--- src/rtl/quad_decoder.sv ---
module quad_decoder #(
  parameter int SYNC_STAGES = 2
) (
  input  logic       clk,
  input  logic       rst_n,
  input  logic       ch_a,
  input  logic       ch_b,
  input  logic [1:0] x1_ref,
  input  logic       debounce_en,
  input  logic       x2_sel,
  input  logic       x2_force,
  output logic       step_x4,
  output logic       step_x2,
  output logic       step_x1,
  output logic       step,
  output logic       dir
);

  function automatic logic [1:0] gray_pos(input logic [1:0] g);
    return {g[1], g[1] ^ g[0]};
  endfunction

  logic [1:0] sync_q [SYNC_STAGES];
  logic [1:0] s_cur, s_prev, dpos, rel;
  logic       valid, fwd, against, accept, pend_q;

  assign s_cur   = sync_q[SYNC_STAGES-1];
  assign dpos    = gray_pos(s_cur) - gray_pos(s_prev);
  assign valid   = (dpos == 2'd1) || (dpos == 2'd3);
  assign fwd     = (dpos == 2'd1);
  assign against = (fwd != dir);
  assign accept  = valid && (!debounce_en || !against || pend_q);
  assign rel     = gray_pos(s_cur) - gray_pos(x1_ref);
  assign step    = (x2_sel || x2_force) ? step_x2 : step_x1;

  always_ff @(posedge clk or negedge rst_n) begin
    if (!rst_n) begin
      for (int i = 0; i < SYNC_STAGES; i++) sync_q[i] <= 2'b00;
    end else begin
      sync_q[0] <= {ch_a, ch_b};
      for (int i = 1; i < SYNC_STAGES; i++) sync_q[i] <= sync_q[i-1];
    end
  end

  always_ff @(posedge clk or negedge rst_n) begin
    if (!rst_n) begin
      s_prev  <= 2'b00;
      step_x4 <= 1'b0;
      step_x2 <= 1'b0;
      step_x1 <= 1'b0;
      dir     <= 1'b1;
      pend_q  <= 1'b0;
    end else begin
      s_prev  <= s_cur;
      step_x4 <= accept;
      step_x2 <= accept && !rel[0];
      step_x1 <= accept && (rel == 2'd0);
      if (accept) dir <= fwd;
      if (valid) pend_q <= debounce_en && against && !pend_q;
      else if (!debounce_en) pend_q <= 1'b0;
    end
  end

endmodule

--- config.mk ---
export PLATFORM = sky130hd
export DESIGN_NAME = quad_decoder
export DESIGN_NICKNAME = d
export VERILOG_FILES = /design/src/rtl/quad_decoder.sv
export SDC_FILE = /design/constraint.sdc
export NUM_CORES = 1
export LEC_CHECK = 0
export ABC_AREA = 1
export ABC_CLOCK_PERIOD_IN_PS = 4400
export CORE_MARGIN = 2
export CORE_UTILIZATION = 30
export CTS_BUF_LIST = sky130_fd_sc_hd__clkbuf_2 sky130_fd_sc_hd__clkbuf_4 sky130_fd_sc_hd__clkbuf_8
export DETAILED_ROUTE_END_ITERATION = 10
export DONT_BUFFER_PORTS = 1
export GPL_ROUTABILITY_DRIVEN = 0
export PLACE_DENSITY = 0.46
export SKIP_LAST_GASP = 1
export SYNTH_ARGS = -nofsm -noshare
export SYNTH_HDL_FRONTEND = slang
export SYNTH_SLANG_ARGS = --single-unit
--- constraint.sdc ---
create_clock -name clk -period 4.4 [get_ports clk]
set_input_delay 0.22 -clock clk [delete_from_list [all_inputs] [get_ports clk]]
set_output_delay 0.22 -clock clk [all_outputs]
set_load 0.02 [all_outputs]
==> impl_metrics.toml <==
[global_route]
grt_pass1_wl_microns = 1070
grt_usage_pct = 8.14
grt.overflow.total = 0
grt_pass1_vias = 257
grt_max_degree = 12
antenna_found_initial = 0

[die]
dieArea_sq_um = 1950
ios = 14
die-height_microns = 44.2
initial_core_util_pct = 32.1
die_x_microns = 44.2
rows = 14
core_sq_um = 1510

[status]
status = "finished clean"

[pwr]
ir_drop_v = 0.000188
p_per_area_nw_per_um2 = 465
finalPower_w = 0.000261
cellLeakagePower_nw = 0.282

[timing]
hold_slack_ps = 127
fin_setup_tns_ps = 0
maxSlewHeadroom_pct = 68.3
hold_viol = 0
worst_pin_slew_ps = 474
min_period_ps = 1660
post-route-period-util_pct = 37.6
rsz0062_at_grt = "false"
fmax_mhz = 604
report.final.slew_viol_count = 0
finalSetupViolations = 0
clock_skew_ps = 14.3

[final_layout]
fin_area_sq_um = 562
fin_nets = 67
drive_above_1_share_pct = 17.9
areaGrowthSynthToFinish_pct = 16.0
final_core_util_pct = 37.3
antennaDiodeCount = 0

[placement]
numPortBuffers = 0
place_hpwl_microns = 575
place_area_sq_um = 504

[synthesis]
synth.most_common_cell = "nand2_1"
synthXorXnorAreaFrac_pct = 9.04
netlist_top_cells_count = "nand2_1 (12), dfrtp_1 (10), inv_1 (5)"
muxShareOfSynthArea_pct = 2.33
yosysUniqueCellTypes = 17
synth_cells = 49
synth_edf_count = 0
yosys.area.top_type = "dfrtp_1"
syn_area_sq_um = 484
synth_area_leaders = "dfrtp_1 (52%), nand2_1 (9.3%), xnor2_1 (7.2%)"
yosysWarnings = 0
synth_compound_area_share_pct = 1.03
async_reset_ff_share_pct = 100
synth_area_per_cell_sq_um = 9.88
synthFlopType = "dfrtp_1"
synth_nets = 59
yosys.area.top_type_share_pct = 51.7
synth_top_family_by_area = "simple AND/OR/NAND/NOR gates"
yosysSeqAreaShare_pct = 57.1
ys_ff_latch = 11
yosys.area_share.adder_pct = 2.58
synth-simple-area-share_pct = 23.3

[routing]
post-route-drc-count = 0
wl_per_cell_microns = 9.86
drtIter0Drc = 6
firstDrtPassIters = 4
wirelength_microns = 710
route.vias.total = 311
vias_per_cell = 4.32
antenna_left = 0

[clocking]
root_buffer = "clkbuf_4"
htreeDepth = 1
cts_tree = "yes"
clkSinkCount = 11
post_cts_buffers = 0
clkTransAtPathRegs_ps = 80
clk_path_buf_depth = 2
numCtsBuffers = 3
insertion_delay_ps = 270

[worst_setup_path]
cp-end-kind = "flop"
critPathBufInv = 2
required_ps = 4570
cp_max_fo = 6
path_cells = "xnor2_1, ha_1, inv_1, nand2_1, nand2_1, nand2_1, nand3b_1, nand3_2, nand2_2, inv_2, nor2_2"
slowest_delay_ps = 450
arrival_ps = 1820
crit_top_cell = "nand2_1"
cp_slowest_cell = "dfrtp_1"
path_class = "flop to flop"
cp_top_family = "simple AND/OR/NAND/NOR gates"
startpoint_type = "flop"

[hold_path]
hp-class = "input port to flop"

[flow_run]
max-cap-violations = 0
cell families (layout without fill, tap and decap cells):
family | after synthesis | count (layout)
flip-flops | 11 | 11
adder cells (fa/ha/maj) | 1 | 1
buffers and inverters | 6 | 13
XOR/XNOR | 5 | 5
AND/OR/NAND/NOR | 24 | 24
multiplexers | 1 | 1
AO/OA/AOI/OAI | 1 | 1
routing by layer:
layer  vias up  share of wire [%]  global-route usage, %
met5         -                  0                      0
met4         0                1.1                   7.27
met3         2                5.5                   2.86
met2         7                 45                   11.5
met1       135                 48                   9.69
li1        167                  -                      -
metrics by stage:
| stage | setup slack, ps | cells |
|---|---|---|
| after floorplan | 2900 | 49 |
| after global placement | 2790 | 65 |
| after detailed placement | 2750 | 65 |
| after CTS | 2740 | 72 |
| after global routing | 2610 | 72 |
| final | 2740 | 72 |
area by class of cell:
class,instances,area (sq um)
clock buffers,3,22.5
clock inverters,1,5.00
fillers,142,945
inverters,6,22.5
multi-input cells,32,185
flip-flops and latches,11,277
well taps,16,20.0
repair buffers,3,30.0
where the power goes:
part	switching, W	internal, W
combinational	0.0000295	0.0000217
clock	0.0000334	0.0000336
sequential	0.0000234	0.000120
total	0.0000863	0.000175
cell usage in the layout (no fill, tap or decap), types with 3 or more instances in the layout:
cell	netlist	layout
clkbuf_4	0	3
dfrtp_1	10	10
dlygate4sd3_1	0	3
inv_1	5	5
nand2_1	12	12
nand3_1	4	4
nor2_1	3	3
xnor2_1	4	4
flip-flops by register name, summed over array words and instances (netlist names):
name / cells
step_x4: 1
step_x2: 1
pend_q: 1
dir: 1
step_x1: 1
sync_q: 2
s_cur: 2
s_prev: 2
worst paths after layout:
| check | start | end | slack, ps | cells past startpoint |
|---|---|---|---|---|
| worst max register to register | s_cur[1]$_DFF_PN0_ | pend_q$_DFFE_PN0P_ | 2740 | 11 |
| worst min-delay path | debounce_en | pend_q$_DFFE_PN0P_ | 130 | 2 |
| worst min register to register | sync_q[2]$_DFF_PN0_ | s_cur[0]$_DFF_PN0_ | 350 | 0 |
| max in group asynchronous | rst_n | dir$_DFFE_PN1P_ | 3700 | 1 |
| min in group asynchronous | rst_n | s_cur[0]$_DFF_PN0_ | 340 | 1 |
| worst max-delay path | s_cur[1]$_DFF_PN0_ | pend_q$_DFFE_PN0P_ | 2740 | 11 |
repair_timing:
action,4_1_cts,5_1_grt
resized for setup,0,0
hold buffers,3,0
endpoints found under the hold margin,13,0
Note: power is estimated with default switching activity, not from simulation.
